===== src/rtl/uart_wake_pkg.sv =====
package uart_wake_pkg;
  typedef enum logic [1:0] {
    RX_HUNT  = 2'd0,
    RX_START = 2'd1,
    RX_DATA  = 2'd2,
    RX_STOP  = 2'd3
  } rx_state_e;

  localparam logic WAKE_ON_ADDR = 1'b1;
  localparam logic WAKE_ON_IDLE = 1'b0;
endpackage


===== src/rtl/uart_wake_frame.sv =====
module uart_wake_frame
  import uart_wake_pkg::*;
#(
  parameter int DATA_BITS   = 8,
  parameter int OVERSAMPLE  = 16,
  parameter int SYNC_STAGES = 2
) (
  input  logic                 clk,
  input  logic                 rst_n,
  input  logic                 en,
  input  logic                 tick,
  input  logic                 rxd,
  output logic                 line_s,
  output logic                 in_hunt,
  output logic                 char_done,
  output logic [DATA_BITS-1:0] char_data
);
  localparam int CW   = $clog2(OVERSAMPLE);
  localparam int BW   = (DATA_BITS > 1) ? $clog2(DATA_BITS) : 1;
  localparam int HALF = OVERSAMPLE / 2;

  rx_state_e             state_q;
  logic [CW-1:0]         cnt_q;
  logic [BW-1:0]         bit_q;
  logic [DATA_BITS-1:0]  shift_q;

  generate
    if (SYNC_STAGES > 0) begin : g_sync
      logic [SYNC_STAGES-1:0] sync_q;
      always_ff @(posedge clk or negedge rst_n) begin
        if (!rst_n) begin
          sync_q <= '1;
        end else begin
          for (int i = 0; i < SYNC_STAGES; i++) begin
            if (i == 0) sync_q[i] <= rxd;
            else        sync_q[i] <= sync_q[i-1];
          end
        end
      end
      assign line_s = sync_q[SYNC_STAGES-1];
    end else begin : g_nosync
      assign line_s = rxd;
    end
  endgenerate

  always_ff @(posedge clk or negedge rst_n) begin
    if (!rst_n) begin
      state_q <= RX_HUNT;
      cnt_q   <= '0;
      bit_q   <= '0;
      shift_q <= '0;
    end else if (!en) begin
      state_q <= RX_HUNT;
      cnt_q   <= '0;
      bit_q   <= '0;
    end else if (tick) begin
      case (state_q)
        RX_HUNT: begin
          cnt_q <= '0;
          if (!line_s) state_q <= RX_START;
        end
        RX_START: begin
          if (cnt_q == CW'(HALF - 1)) begin
            cnt_q <= '0;
            bit_q <= '0;
            state_q <= line_s ? RX_HUNT : RX_DATA;
          end else begin
            cnt_q <= cnt_q + 1'b1;
          end
        end
        RX_DATA: begin
          if (cnt_q == CW'(OVERSAMPLE - 1)) begin
            cnt_q   <= '0;
            shift_q <= {line_s, shift_q[DATA_BITS-1:1]};
            if (bit_q == BW'(DATA_BITS - 1)) state_q <= RX_STOP;
            else                             bit_q   <= bit_q + 1'b1;
          end else begin
            cnt_q <= cnt_q + 1'b1;
          end
        end
        RX_STOP: begin
          if (cnt_q == CW'(OVERSAMPLE - 1)) begin
            cnt_q   <= '0;
            state_q <= RX_HUNT;
          end else begin
            cnt_q <= cnt_q + 1'b1;
          end
        end
        default: state_q <= RX_HUNT;
      endcase
    end
  end

  assign in_hunt   = (state_q == RX_HUNT);
  assign char_done = en && tick && (state_q == RX_STOP) && (cnt_q == CW'(OVERSAMPLE - 1));
  assign char_data = shift_q;
endmodule


===== src/rtl/uart_wake_idle.sv =====
module uart_wake_idle #(
  parameter int IDLE_TICKS = 160
) (
  input  logic clk,
  input  logic rst_n,
  input  logic en,
  input  logic tick,
  input  logic in_hunt,
  input  logic line_s,
  input  logic char_done,
  output logic idle_hit
);
  localparam int IW = $clog2(IDLE_TICKS + 1);

  logic [IW-1:0] run_q;
  logic          armed_q;

  assign idle_hit = en && armed_q && tick && in_hunt && line_s &&
                    (run_q == IW'(IDLE_TICKS - 1));

  always_ff @(posedge clk or negedge rst_n) begin
    if (!rst_n) begin
      run_q   <= '0;
      armed_q <= 1'b0;
    end else if (!en) begin
      run_q   <= '0;
      armed_q <= 1'b0;
    end else begin
      if (char_done)     armed_q <= 1'b1;
      else if (idle_hit) armed_q <= 1'b0;

      if (!in_hunt || !line_s)                   run_q <= '0;
      else if (tick && run_q != IW'(IDLE_TICKS)) run_q <= run_q + 1'b1;
    end
  end
endmodule


===== src/rtl/uart_wake_ctl.sv =====
module uart_wake_ctl
  import uart_wake_pkg::*;
#(
  parameter int DATA_BITS = 8
) (
  input  logic                 clk,
  input  logic                 rst_n,
  input  logic                 sci_en,
  input  logic                 ctl_wr,
  input  logic                 ctl_rx_en,
  input  logic                 ctl_rxie,
  input  logic                 ctl_idleie,
  input  logic                 ctl_wake,
  input  logic                 ctl_wake_sel,
  input  logic                 idle_ack,
  input  logic                 char_done,
  input  logic [DATA_BITS-1:0] char_data,
  input  logic                 idle_hit,
  input  logic                 rd_ready,
  output logic                 rd_valid,
  output logic [DATA_BITS-1:0] rd_data,
  output logic                 idle_flag,
  output logic                 irq,
  output logic                 rx_en,
  output logic                 wake
);
  logic rxie_q, idleie_q, sel_q;
  logic is_addr, accept, addr_wake, idle_wake;

  assign is_addr   = char_data[DATA_BITS-1];
  assign addr_wake = char_done && wake && (sel_q == WAKE_ON_ADDR) && is_addr;
  assign idle_wake = idle_hit && wake && (sel_q == WAKE_ON_IDLE);
  assign accept    = char_done && (!wake || addr_wake);

  always_ff @(posedge clk or negedge rst_n) begin
    if (!rst_n) begin
      rx_en    <= 1'b0;
      rxie_q   <= 1'b0;
      idleie_q <= 1'b0;
      wake     <= 1'b0;
      sel_q    <= WAKE_ON_IDLE;
    end else if (ctl_wr) begin
      rxie_q   <= ctl_rxie;
      idleie_q <= ctl_idleie;
      wake     <= ctl_wake;
      sel_q    <= ctl_wake_sel;
      if (sci_en) rx_en <= ctl_rx_en;
    end else if (addr_wake || idle_wake) begin
      wake <= 1'b0;
    end
  end

  always_ff @(posedge clk or negedge rst_n) begin
    if (!rst_n) begin
      rd_valid  <= 1'b0;
      rd_data   <= '0;
      idle_flag <= 1'b0;
    end else begin
      if (accept) begin
        rd_valid <= 1'b1;
        rd_data  <= char_data;
      end else if (rd_valid && rd_ready) begin
        rd_valid <= 1'b0;
      end

      if (idle_hit && !wake) idle_flag <= 1'b1;
      else if (idle_ack)     idle_flag <= 1'b0;
    end
  end

  assign irq = !wake && ((rd_valid && rxie_q) || (idle_flag && idleie_q));
endmodule


===== src/rtl/uart_wake_rx.sv =====
module uart_wake_rx #(
  parameter int DATA_BITS   = 8,
  parameter int OVERSAMPLE  = 16,
  parameter int SYNC_STAGES = 2
) (
  input  logic                 clk,
  input  logic                 rst_n,
  input  logic                 tick16,
  input  logic                 rxd,
  input  logic                 sci_en,
  input  logic                 ctl_wr,
  input  logic                 ctl_rx_en,
  input  logic                 ctl_rxie,
  input  logic                 ctl_idleie,
  input  logic                 ctl_wake,
  input  logic                 ctl_wake_sel,
  input  logic                 idle_ack,
  output logic                 rd_valid,
  input  logic                 rd_ready,
  output logic [DATA_BITS-1:0] rd_data,
  output logic                 idle_flag,
  output logic                 irq,
  output logic                 st_rx_en,
  output logic                 st_wake
);
  localparam int IDLE_TICKS = (DATA_BITS + 2) * OVERSAMPLE;

  logic                 line_s, in_hunt, char_done, idle_hit;
  logic [DATA_BITS-1:0] char_data;

  uart_wake_frame #(
    .DATA_BITS(DATA_BITS), .OVERSAMPLE(OVERSAMPLE), .SYNC_STAGES(SYNC_STAGES)
  ) u_frame (
    .clk(clk), .rst_n(rst_n), .en(st_rx_en), .tick(tick16), .rxd(rxd),
    .line_s(line_s), .in_hunt(in_hunt), .char_done(char_done), .char_data(char_data)
  );

  uart_wake_idle #(.IDLE_TICKS(IDLE_TICKS)) u_idle (
    .clk(clk), .rst_n(rst_n), .en(st_rx_en), .tick(tick16), .in_hunt(in_hunt),
    .line_s(line_s), .char_done(char_done), .idle_hit(idle_hit)
  );

  uart_wake_ctl #(.DATA_BITS(DATA_BITS)) u_ctl (
    .clk(clk), .rst_n(rst_n), .sci_en(sci_en), .ctl_wr(ctl_wr),
    .ctl_rx_en(ctl_rx_en), .ctl_rxie(ctl_rxie), .ctl_idleie(ctl_idleie),
    .ctl_wake(ctl_wake), .ctl_wake_sel(ctl_wake_sel), .idle_ack(idle_ack),
    .char_done(char_done), .char_data(char_data), .idle_hit(idle_hit),
    .rd_ready(rd_ready), .rd_valid(rd_valid), .rd_data(rd_data),
    .idle_flag(idle_flag), .irq(irq), .rx_en(st_rx_en), .wake(st_wake)
  );
endmodule


===== config.mk =====
export PLATFORM = sky130hd
export DESIGN_NAME = uart_wake_rx
export DESIGN_NICKNAME = d
export VERILOG_FILES = /design/src/rtl/uart_wake_pkg.sv /design/src/rtl/uart_wake_frame.sv /design/src/rtl/uart_wake_idle.sv /design/src/rtl/uart_wake_ctl.sv /design/src/rtl/uart_wake_rx.sv
export SDC_FILE = /design/constraint.sdc
export NUM_CORES = 1
export LEC_CHECK = 0
export ABC_AREA = 1
export BUFFER_PORTS_ARGS = -buffer_cell sky130_fd_sc_hd__clkbuf_2
export CORE_MARGIN = 2
export CORE_UTILIZATION = 30
export CTS_CLUSTER_DIAMETER = 50
export DETAILED_ROUTE_END_ITERATION = 6
export GPL_TIMING_DRIVEN = 0
export PLACE_DENSITY = 0.58
export REMOVE_ABC_BUFFERS = 1
export SKIP_LAST_GASP = 1
export SLEW_MARGIN = 20
export SYNTH_ARGS = -nofsm -noshare
export SYNTH_HDL_FRONTEND = slang
export SYNTH_SLANG_ARGS = --single-unit

===== constraint.sdc =====
create_clock -name clk -period 3.5 [get_ports clk]
set_clock_uncertainty 0.05 [all_clocks]
set_input_delay 0 -clock clk [delete_from_list [all_inputs] [get_ports clk]]
set_output_delay 0 -clock clk [all_outputs]
set_load 0.01 [all_outputs]

---- Yosys cells after proc, flatten, opt, wreduce, memory -nomap -nowiden ----
Cells that the tools add are included.
word-level totals
  memory bits (writable) .................. 0
  output and inout bits ................... 13
  memories ................................ 0
  flip-flop bits (word level) ............. 43
  bits in latches ......................... 0
  logic and storage cells ................. 105
  input bits .............................. 13
  bits in read-only memories .............. 0
cells by class
  $mul .................................... 0
  add/sub/neg operators ................... 3
  bitwise logic cells ..................... 1
  eq/ne operators ......................... 18
  $lt $le $gt $ge ......................... 0
  mux-type cells .......................... 32
  divide/modulo/power cells ............... 0
  shifts and indexed selects .............. 0
  reductions and logical operators ........ 36
operators by type and width
  cell                                                             count
  8-bit 2-to-1 mux                                                 3
  3-bit != test, second input constant                             8
  1-bit logical AND                                                20
  2-bit 2-to-1 mux                                                 8
  4-bit 2-to-1 mux                                                 4
  3-bit 2-to-1 mux                                                 5
  4-bit one-hot mux with 3 select lines                            1
  1-bit 2-to-1 mux                                                 9
  8-bit by 1-bit adder with 8-bit output, second input constant    1
  8-bit == test, second input constant                             1
  8-bit != test, second input constant                             1
  2-bit one-hot mux with 4 select lines                            1
  3-bit one-hot mux with 2 select lines                            1
  6-bit AND reduction                                              1
  2-bit nonzero test                                               3
  5-bit AND reduction                                              1
  4-bit by 1-bit adder with 4-bit output, second input constant    1
  2-bit == test, second input constant                             2
  4-bit by 3-bit == test with 1-bit output, second input constant  1
  4-bit == test, second input constant                             1
  1-bit logical OR                                                 4
  4-bit AND reduction                                              1
  3-bit by 1-bit adder with 3-bit output, second input constant    1
  3-bit == test, second input constant                             1
  other kinds (8)                                                  10

---- Depth between registers and ports, before layout ----
Gate-level depths: netlist (run 1).
  word-level depth ........................ 10
  mapped depth ............................ 10
  mapped depth without buffers ............ 10

---- Cells and area by module ----
A second synthesis (run 1) with hierarchy kept.
unflattened totals
  cells, all modules ...................... 274
  area, all modules ....................... 2293.4 µm²
modules (own cells, without submodules)
  module           area each (µm²)  sequential area each (µm²)  instances  cells each
  uart_wake_frame  1047.3           478.0                       1          118
  uart_wake_ctl    628.1            375.4                       1          67
  uart_wake_idle   618.1            225.2                       1          89

---- Worst setup path after synthesis (run 1) ----
OpenSTA, ideal clock, no wires.
  path kind ............................... register to register
  from .................................... reg u_frame.state_q[0]
  to ...................................... reg u_frame.bit_q[0]
  path buffers ............................ 0
  path slack .............................. 1.960 ns
  setup time .............................. 0.126 ns
  period minus slack after synthesis ...... 1.540 ns
  data arrival time ....................... 1.364 ns
  required time ........................... 3.324 ns
  cell stages (with the launch flop) ...... 9
  cell sequence ........................... dfrtp_1 inv_1 ha_1 nand2_1 inv_1 a21oi_2 nand3_1 nand2_1 o21ai_0
on the way
  cells in the longest elaborated chain, start to end .. 4
  elaborated cells on any way between the ends .. 10
  classes of those cells .................. eq/ne: 6; mux: 3; reduce/logical: 1
ends and longest elaborated chain
  what                                                                              line                   text
  start: declaration                                                                uart_wake_frame.sv:22  rx_state_e state_q;
  start signal: assignment                                                          uart_wake_frame.sv:66  state_q <= line_s ? RX_HUNT : RX_DATA;
  2-bit == test / 2-bit by 1-bit == test with 1-bit output (equally long branches)  uart_wake_frame.sv:57  case (state_q)
  3-bit one-hot mux with 2 select lines                                             uart_wake_frame.sv:57
  3-bit 2-to-1 mux                                                                  uart_wake_frame.sv:56  end else if (tick) begin
  3-bit 2-to-1 mux                                                                  uart_wake_frame.sv:52  end else if (!en) begin
  end signal: assignment                                                            uart_wake_frame.sv:76  else bit_q <= bit_q + 1'b1;
  end: declaration                                                                  uart_wake_frame.sv:24  logic [BW-1:0] bit_q;
Parallel ways exist; a longest one is shown, timed or not. The select of a mux whose other input is x is not followed.
A chain may end at the register's enable or synchronous reset.

==> impl_summary.md, run 1 <==
Run status
The flow ran to the end, and the final reports show no timing, DRC or antenna violations.

Placed design
Prior to clock tree synthesis, the placed netlist has a worst setup slack of 1633 ps. The post-detailed-placement half-perimeter wirelength is 3100 um. The weighted congestion reported at the end of routability-driven placement is 0.7962. The count of buffers inserted at the top-level ports is 25.

Power
Net switching is 28.56% of the power. The analysis attributes to cell leakage a power of 1.287 nW. The switching power summed over all nets is 0.3632 mW.

The internal power summed over all cells is 0.9084 mW. In this run, the combinational gates consume 19.5% of the power. The portion of total power attributed to the clock network is 36.1%. The sequential power share is 44.4%. The power density normalized to cell area is 469.9 mW/mm^2.

The maximum ir drop on the vdd rail is 0.2294 mV.

STA
Measured against its own limit, the worst slew margin works out to 38.22%. Dividing the final minimum period by the clock period gives 53.06%. For the pin with the worst max-slew slack, the measured transition is 926.8 ps. The worst path setup slack after routing is 1643 ps. The final-report max-slew violation count came to 0. Setup repair after global routing left no endpoint under its margin. The final setup violation count is 0. Derived from the worst setup path, the maximum achievable clock frequency is 538.5 MHz. After layout, the minimum clock period comes to 1857 ps. The count of endpoints failing hold in the final timing report is 0.

The summed negative setup slack over all endpoints is 0 ps.

Layout
Leaving out fill and tap cells, the most frequent cells in the layout are sky130_fd_sc_hd__nand2_1 (78), sky130_fd_sc_hd__dfrtp_1 (41), sky130_fd_sc_hd__inv_1 (32), sky130_fd_sc_hd__clkbuf_2 (24), sky130_fd_sc_hd__o21ai_0 (23). The fraction of final layout cells with drive strength greater than 1 is 16.13%. Compared with the post-synthesis result, the final layout area differs by 22.83%. The area taken by multi-input logic gates is 968.4 um^2. The final design utilization is 37.72%. The layout filler cell count is 749. The sequential cell area is 0.001079 mm^2. The net total in the final layout is 332. The library cell used most frequently in the layout, excluding fill and tap cells, is sky130_fd_sc_hd__nand2_1. The repair_antennas step left the layout with diodes totalling 0.

Drt
The violation count after the first detailed-route iteration is 113. The routed length per instance is 10.64 um. The sum of routed wire length over all layers is 4352 um. The final route contains 1821 vias. The number of iterations in the first detailed-routing pass is 4. The post-detailed-route via-to-cell ratio is 4.452. In the routed design, unresolved DRC markers number 0. In this run the remaining antenna-violating nets after routing total 0.

Setup path
The kind of capture point of the worst setup path is a flop. The slowest stage of the critical path belongs to the cell sky130_fd_sc_hd__dfrtp_1. The data required time at the worst endpoint is 3690 ps. Data arrives at the worst endpoint at 2050 ps. The critical path contains buffers and inverters numbering 2 combined.

The critical-path maximum fanout is 9. The kind of cell adding the most delay to the critical path is buffers and inverters. The category of the worst setup path launch point is a flop.

The path depth of the worst reg2reg path is 3. By startpoint and endpoint, the worst setup path is classified as reg2reg. In this run the number of cells on the critical path is 3. The critical path's largest stage delay is 570 ps. Traced cell by cell, the critical path runs through clkinv_1 > a21oi_1 > dlygate4sd3_1.

Hold path
The type of the worst min-delay path is in2reg. The worst hold path was traced through 4 stages.

Clock tree
Buffers added to address setup during post-CTS repair amount to 0. The total clock buffers created by CTS is 5. The clock tree root buffer cell is sky130_fd_sc_hd__clkbuf_8. TritonCTS built the clock tree. The post-CTS clock slew at the launch and capture registers of the worst setup and hold paths is 90 ps. The number of resized instances in the post-cts repair step is 0. The number of levels the H-tree was split into is 2.

Buffers inserted to repair hold after CTS numbered 15. CTS saw 43 sinks. The clock insertion delay at the later pin of the skew report is 300 ps. The number of buffers on the longest clock path is 2.

Floorplanning
From left edge to right edge, the die measures 89.70 um. The floorplan die height is 89.70 um. The number of primary I/O pins is 26. The floorplan has 31 rows. Once the floorplan was initialized, standard cells occupied 30.71% of the core. The core region is 0.007176 mm^2. The die covers 0.008046 mm^2.

GRT
The initial antenna violation count was 0. The total track usage is 12.07%. The via count of the first global-routing pass was 1777. The total grt overflow is 0. The first-pass GRT wire length is 7852 um.

The pin count of the biggest net entering global routing is 44.

Yosys
The post-synthesis sequential element count is 43. The count of synthesis-stage warnings from yosys is 0. The synthesized cell area is 0.002203 mm^2. The mean instance size in the synthesized netlist is 8.283 um^2.

The count of mapped cells out of synthesis is 266. For this run, the register share of the synthesized area comes to 48.95%. The number of library cell types mapped by synthesis is 31.

Job
Across the run, the number of max-cap violations was 0.
## synth_stat cells (all sizes together)
cell type  number  share of area, %
nand2          80                14
dfrtp          41                47
inv            33               5.6
o21ai          30               8.0
nor2           20               3.5
nand3          17               3.9
ha             10               5.7
nand4           7               2.0
a21oi           5               1.3
nor3            5               1.6
buf             4               1.3
dfstp           2               2.4
mux2            2               1.0
a21o            1              0.34
clkinv          1              0.17
nand3b          1              0.34
nor3b           1              0.34
o21bai          1              0.34
o22ai           1              0.28
o31ai           1              0.34
or2             1              0.28
xnor2           1              0.40
xor2            1              0.40
## routing by layer
metal	GRT usage, %	vias up	share of wire [%]
met5	0	-	0
met4	4.872	0	1.6
met3	3.856	5	4.1
met2	19.38	39	46
met1	15.11	837	49
li1	-	940	-
## layout make-up
cell class | instances | area share (%)
Sequential cell | 43 | 39.85
Multi-Input combinational cell | 185 | 35.78
Timing Repair Buffer | 40 | 10.17
Inverter | 34 | 4.716
Tap cell | 99 | 4.577
Clock buffer | 6 | 2.681
Clock inverter | 2 | 2.219
## registers in the layout, summed over array words and instances (netlist names), 2 cells and up
signal                 cells
u_ctl.rd_data              8
u_frame.bit_q              3
u_frame.char_data          8
u_frame.cnt_q              4
u_frame.g_sync.sync_q      2
u_frame.state_q            2
u_idle.run_q               8
## kinds of logic after synthesis
logic type | share of synthesized area [%]
buffers and inverters | 7.098
adder cells (fa/ha/maj) | 5.679
XOR/XNOR | 0.7951
AO/OA/AOI/OAI | 10.62
multiplexers | 1.022
AND/OR/NAND/NOR | 25.84
flip-flops | 48.95
## per-stage QoR
stage | cells | total power [mW] | hold WS (ps) | area (um^2)
after floorplan | 262 | 0.7376 | -345.6 | 2175
after global placement | 386 | 0.8080 | 47.05 | 2424
after detailed placement | 386 | 0.8094 | 47.00 | 2424
after CTS | 409 | 1.290 | 5.546 | 2706
after global routing | 409 | 1.364 | 8.519 | 2706
final | 409 | 1.272 | 6.740 | 2706
## worst min-delay path, cell delays in order
cell	delay, ps
sky130_fd_sc_hd__clkbuf_2	160
sky130_fd_sc_hd__nor2_1	60
sky130_fd_sc_hd__nand2_1	60
sky130_fd_sc_hd__nand2_1	40
## power by group through the flow
stage / clock network [mW] / registers, mW / logic [mW]
after floorplan: 0 / 0.568 / 0.170
after global placement: 0 / 0.574 / 0.235
after detailed placement: 0 / 0.574 / 0.235
after CTS: 0.474 / 0.565 / 0.251
after global routing: 0.495 / 0.570 / 0.299
final: 0.459 / 0.565 / 0.248
## worst paths after layout
kind                       slack, ps                startpoint                       end
max in group asynchronous       2510                     rst_n      u_frame.char_data[3]
max                             1640               u_ctl.rx_en               u_ctl.rx_en
min reg2reg                      310  u_frame.g_sync.sync_q[0]  u_frame.g_sync.sync_q[1]
max reg2reg                     1640               u_ctl.rx_en               u_ctl.rx_en
min                                7                    ctl_wr                u_ctl.wake
min in group asynchronous        320                     rst_n          u_ctl.rd_data[2]
Power figures use the tool's default switching activity.
==> run 2: changes to the inputs <==
--- a/config.mk
+++ b/config.mk
@@ -12,7 +12,7 @@
 export CTS_CLUSTER_DIAMETER = 50
 export DETAILED_ROUTE_END_ITERATION = 6
 export GPL_TIMING_DRIVEN = 0
-export PLACE_DENSITY = 0.58
+export PLACE_DENSITY = 0.59
 export REMOVE_ABC_BUFFERS = 1
 export SKIP_LAST_GASP = 1
 export SLEW_MARGIN = 20
==> constraint.sdc (replaced) <==
create_clock -name clk -period 1.7 [get_ports clk]
set_clock_uncertainty 0.05 [all_clocks]
set_input_delay 0 -clock clk [delete_from_list [all_inputs] [get_ports clk]]
set_output_delay 0 -clock clk [all_outputs]
set_load 0.01 [all_outputs]
==> impl_summary.md, run 2 (same netlist as run 1, synthesis figures left out) <==
STA
The final setup violation count is 0 (unchanged). The pin slew with the least headroom to its limit is 539.7 ps (was 926.8 ps). The worst max-slew margin expressed relative to the limit is 64.02% (was 38.22%). The final critical-path share of the clock period is 95.77% (was 53.06%). The final-report max-slew violation count was 0 (unchanged). The count of endpoints failing hold in the final timing report came to 0 (unchanged). Unrepaired setup endpoints after global routing: yes (was no).

The maximum achievable frequency was 614.2 MHz (was 538.5 MHz). The final critical path time including I/O delays and setup is 1628 ps (was 1857 ps).

Clock tree
The TritonCTS clock tree is done (unchanged). The number of levels the H-tree was split into is 2 (unchanged). The post-CTS clock slew at the launch and capture registers of the worst setup and hold paths is 80 ps (was 90 ps).

The number of sinks on the clock net is 43 (unchanged). The clock tree root buffer cell is sky130_fd_sc_hd__clkbuf_8 (unchanged). The total clock buffers created by CTS is 5 (unchanged).

The clock insertion delay at the later pin of the skew report is 290 ps (was 300 ps). The number of buffers on the longest clock path came to 2 (unchanged).

Power
The power density normalized to cell area is 886.6 mW/mm^2 (was 469.9 mW/mm^2). The maximum ir drop on the vdd rail is 0.3134 mV (was 0.2294 mV). The leakage power of the design is 1.337 nW (was 1.287 nW).

The total power is 2.473 mW (was 1.272 mW).

Placed design
The weighted congestion reported at the end of routability-driven placement came to 0.8488 (was 0.7962). The count of buffers inserted at the top-level ports is 25 (unchanged). The post-detailed-placement half-perimeter wirelength is 3180 um (was 3100 um).

Setup path
The path depth of the worst reg2reg path is 8 (was 3). The data required time at the worst endpoint is 1820 ps (was 3690 ps). The arrival time at the worst endpoint came to 1750 ps (was 2050 ps). The kind of capture point of the worst setup path is a flop (unchanged). The category of the worst setup path launch point is a flop (unchanged). The critical path start-end classification was reg2reg (unchanged).

The critical-path maximum fanout is 8 (was 9).

GRT
The pin count of the biggest net entering global routing is 44 (unchanged). The via count of the first global-routing pass is 1725 (was 1777). The total track usage was 11.76% (was 12.07%).

The initial antenna violation count was 0 (unchanged). The total grt overflow came to 0 (unchanged). The first-pass GRT wire length was 7831 um (was 7852 um).

Drt
The number of iterations in the first detailed-routing pass came to 4 (unchanged). The met2 wirelength from detailed routing is 2189 um (was 1995 um). The top routing layer in use is met4 (unchanged). The detailed-routing wirelength on met1 is 2167 um (was 2111 um). The violation count after the first detailed-route iteration came to 82 (was 113). The post-detailed-route via-to-cell ratio is 4.404 (was 4.452). The routed length per instance came to 10.94 um (was 10.64 um). The DRC violation count after routing is 0 (unchanged). The detailed-routed wire length on met3 was 152 um (was 178 um).

The sum of routed wire length over all layers is 4572 um (was 4352 um). The total vias in the final route is 1841 (was 1821). The residual antenna-violating net count after detailed routing came to 0 (unchanged).

Layout
The commonest non-fill, non-tap cell in the layout is sky130_fd_sc_hd__nand2_1 (unchanged). The fraction of final layout cells with drive strength greater than 1 is 24.14% (was 16.13%). Highest-count cells in the layout ignoring fill and taps: sky130_fd_sc_hd__nand2_1 (71), sky130_fd_sc_hd__dfrtp_1 (39), sky130_fd_sc_hd__inv_1 (29), sky130_fd_sc_hd__clkbuf_2 (24), sky130_fd_sc_hd__o21ai_0 (20) (was sky130_fd_sc_hd__nand2_1 (78), sky130_fd_sc_hd__dfrtp_1 (41), sky130_fd_sc_hd__inv_1 (32), sky130_fd_sc_hd__clkbuf_2 (24), sky130_fd_sc_hd__o21ai_0 (23)). The area overhead of the layout relative to synthesis is 26.58% (was 22.83%).

The sequential cell area is 0.001081 mm^2 (was 0.001079 mm^2). The number of inserted diodes is 0 (unchanged). The area taken by multi-input logic gates was 0.001035 mm^2 (was 968.4 um^2). The final design utilization came to 38.87% (was 37.72%). The net total in the final layout is 341 (was 332). The layout filler cell count was 735 (was 749).

Floorplanning
The floorplan die height came to 89.70 um (unchanged). The number of primary I/O pins is 26 (unchanged). The core box area is 0.007176 mm^2 (unchanged).

The total die area is 0.008046 mm^2 (unchanged). The number of cell rows is 31 (unchanged). The initial core utilization was 30.71% (unchanged). The overall die width is 89.70 um (unchanged).

Job
The number of maximum-capacitance violations is 0 (unchanged).

Hold path
The type of the worst min-delay path is in2reg (unchanged). The worst hold path stage count is 4 (unchanged).

Run status
Result of the run: finished, final reports clean (unchanged).
==> run 2: cell count changes in the layout (fill, tap and decap cells not counted), sizes merged <==
| cell | change |
|---|---|
| clkinvlp | +1 |
| dlygate4sd3 | -1 |
| nand2 | +1 |
| bufinv | -2 |
| clkinv | +1 |
| buf | +9 |
==> run 2: final timing paths <==
kind	slack (ps)	end	startpoint
setup / recovery	70	u_ctl.rd_valid	u_frame.state_q[0]
hold / removal	90	u_idle.run_q[3]	tick16
setup reg to reg	70	u_ctl.rd_valid	u_frame.state_q[0]
hold reg to reg	320	u_frame.g_sync.sync_q[1]	u_frame.g_sync.sync_q[0]
max in group asynchronous	1010	u_frame.state_q[0]	rst_n
min in group asynchronous	180	u_ctl.rd_data[5]	rst_n
==> run 2: final cells by class <==
| type | count | area share [%] |
|---|---|---|
| Sequential cell | 43 | 38.76 |
| Clock inverter | 2 | 0.4486 |
| Timing Repair Buffer | 48 | 12.02 |
| Tap cell | 99 | 4.441 |
| Clock buffer | 6 | 2.602 |
| Multi-Input combinational cell | 186 | 37.10 |
| Inverter | 34 | 4.621 |
==> run 2: metal layers <==
| metal | GRT usage, % | vias to the layer above |
|---|---|---|
| met5 | 0 | - |
| met4 | 4.231 | 0 |
| met3 | 2.766 | 4 |
| met2 | 19.19 | 32 |
| met1 | 15.32 | 844 |
| li1 | - | 961 |
==> run 2: worst max-delay path, stage by stage, from the launching register on <==
cell,delay [ps]
sky130_fd_sc_hd__dfrtp_2,420
sky130_fd_sc_hd__buf_4,150
sky130_fd_sc_hd__ha_1,230
sky130_fd_sc_hd__nand2_2,110
sky130_fd_sc_hd__inv_1,60
sky130_fd_sc_hd__nand4_1,100
sky130_fd_sc_hd__nand2_2,120
sky130_fd_sc_hd__nand2_4,170
sky130_fd_sc_hd__o21ai_0,110
==> run 2: repair_timing <==
action                     in CTS  in global routing
pin swaps                       3                  5
gates resized for setup         7                 18
buffers inserted                3                  6
cloned                          0                  1
setup endpoints to repair      32                 26
hold buffers                   14                  0
hold endpoints to repair       49                  0
==> run 2: per-stage QoR <==
step | cells | TNS, ps | hold slack [ps] | worst slack (ps) | cell area [um^2]
detailed placement | 386 | -2174 | 38.97 | -159.1 | 2424
global route | 418 | -294.4 | 137.7 | -45.92 | 2789
CTS | 411 | -45.15 | 85.11 | -22.83 | 2686
finish | 418 | 0 | 86.71 | 71.95 | 2789
floorplan | 262 | 0 | -345.6 | 156.9 | 2175
global placement | 386 | -1230 | 41.66 | -118.3 | 2424
==> run 2: where the power goes <==
part | internal (mW) | leakage, nW | switching (mW) | total, mW
combinational | 0.288 | 0.734 | 0.397 | 0.685
sequential | 1.09 | 0.562 | 0.0606 | 1.15
clock | 0.287 | 0.0412 | 0.348 | 0.636
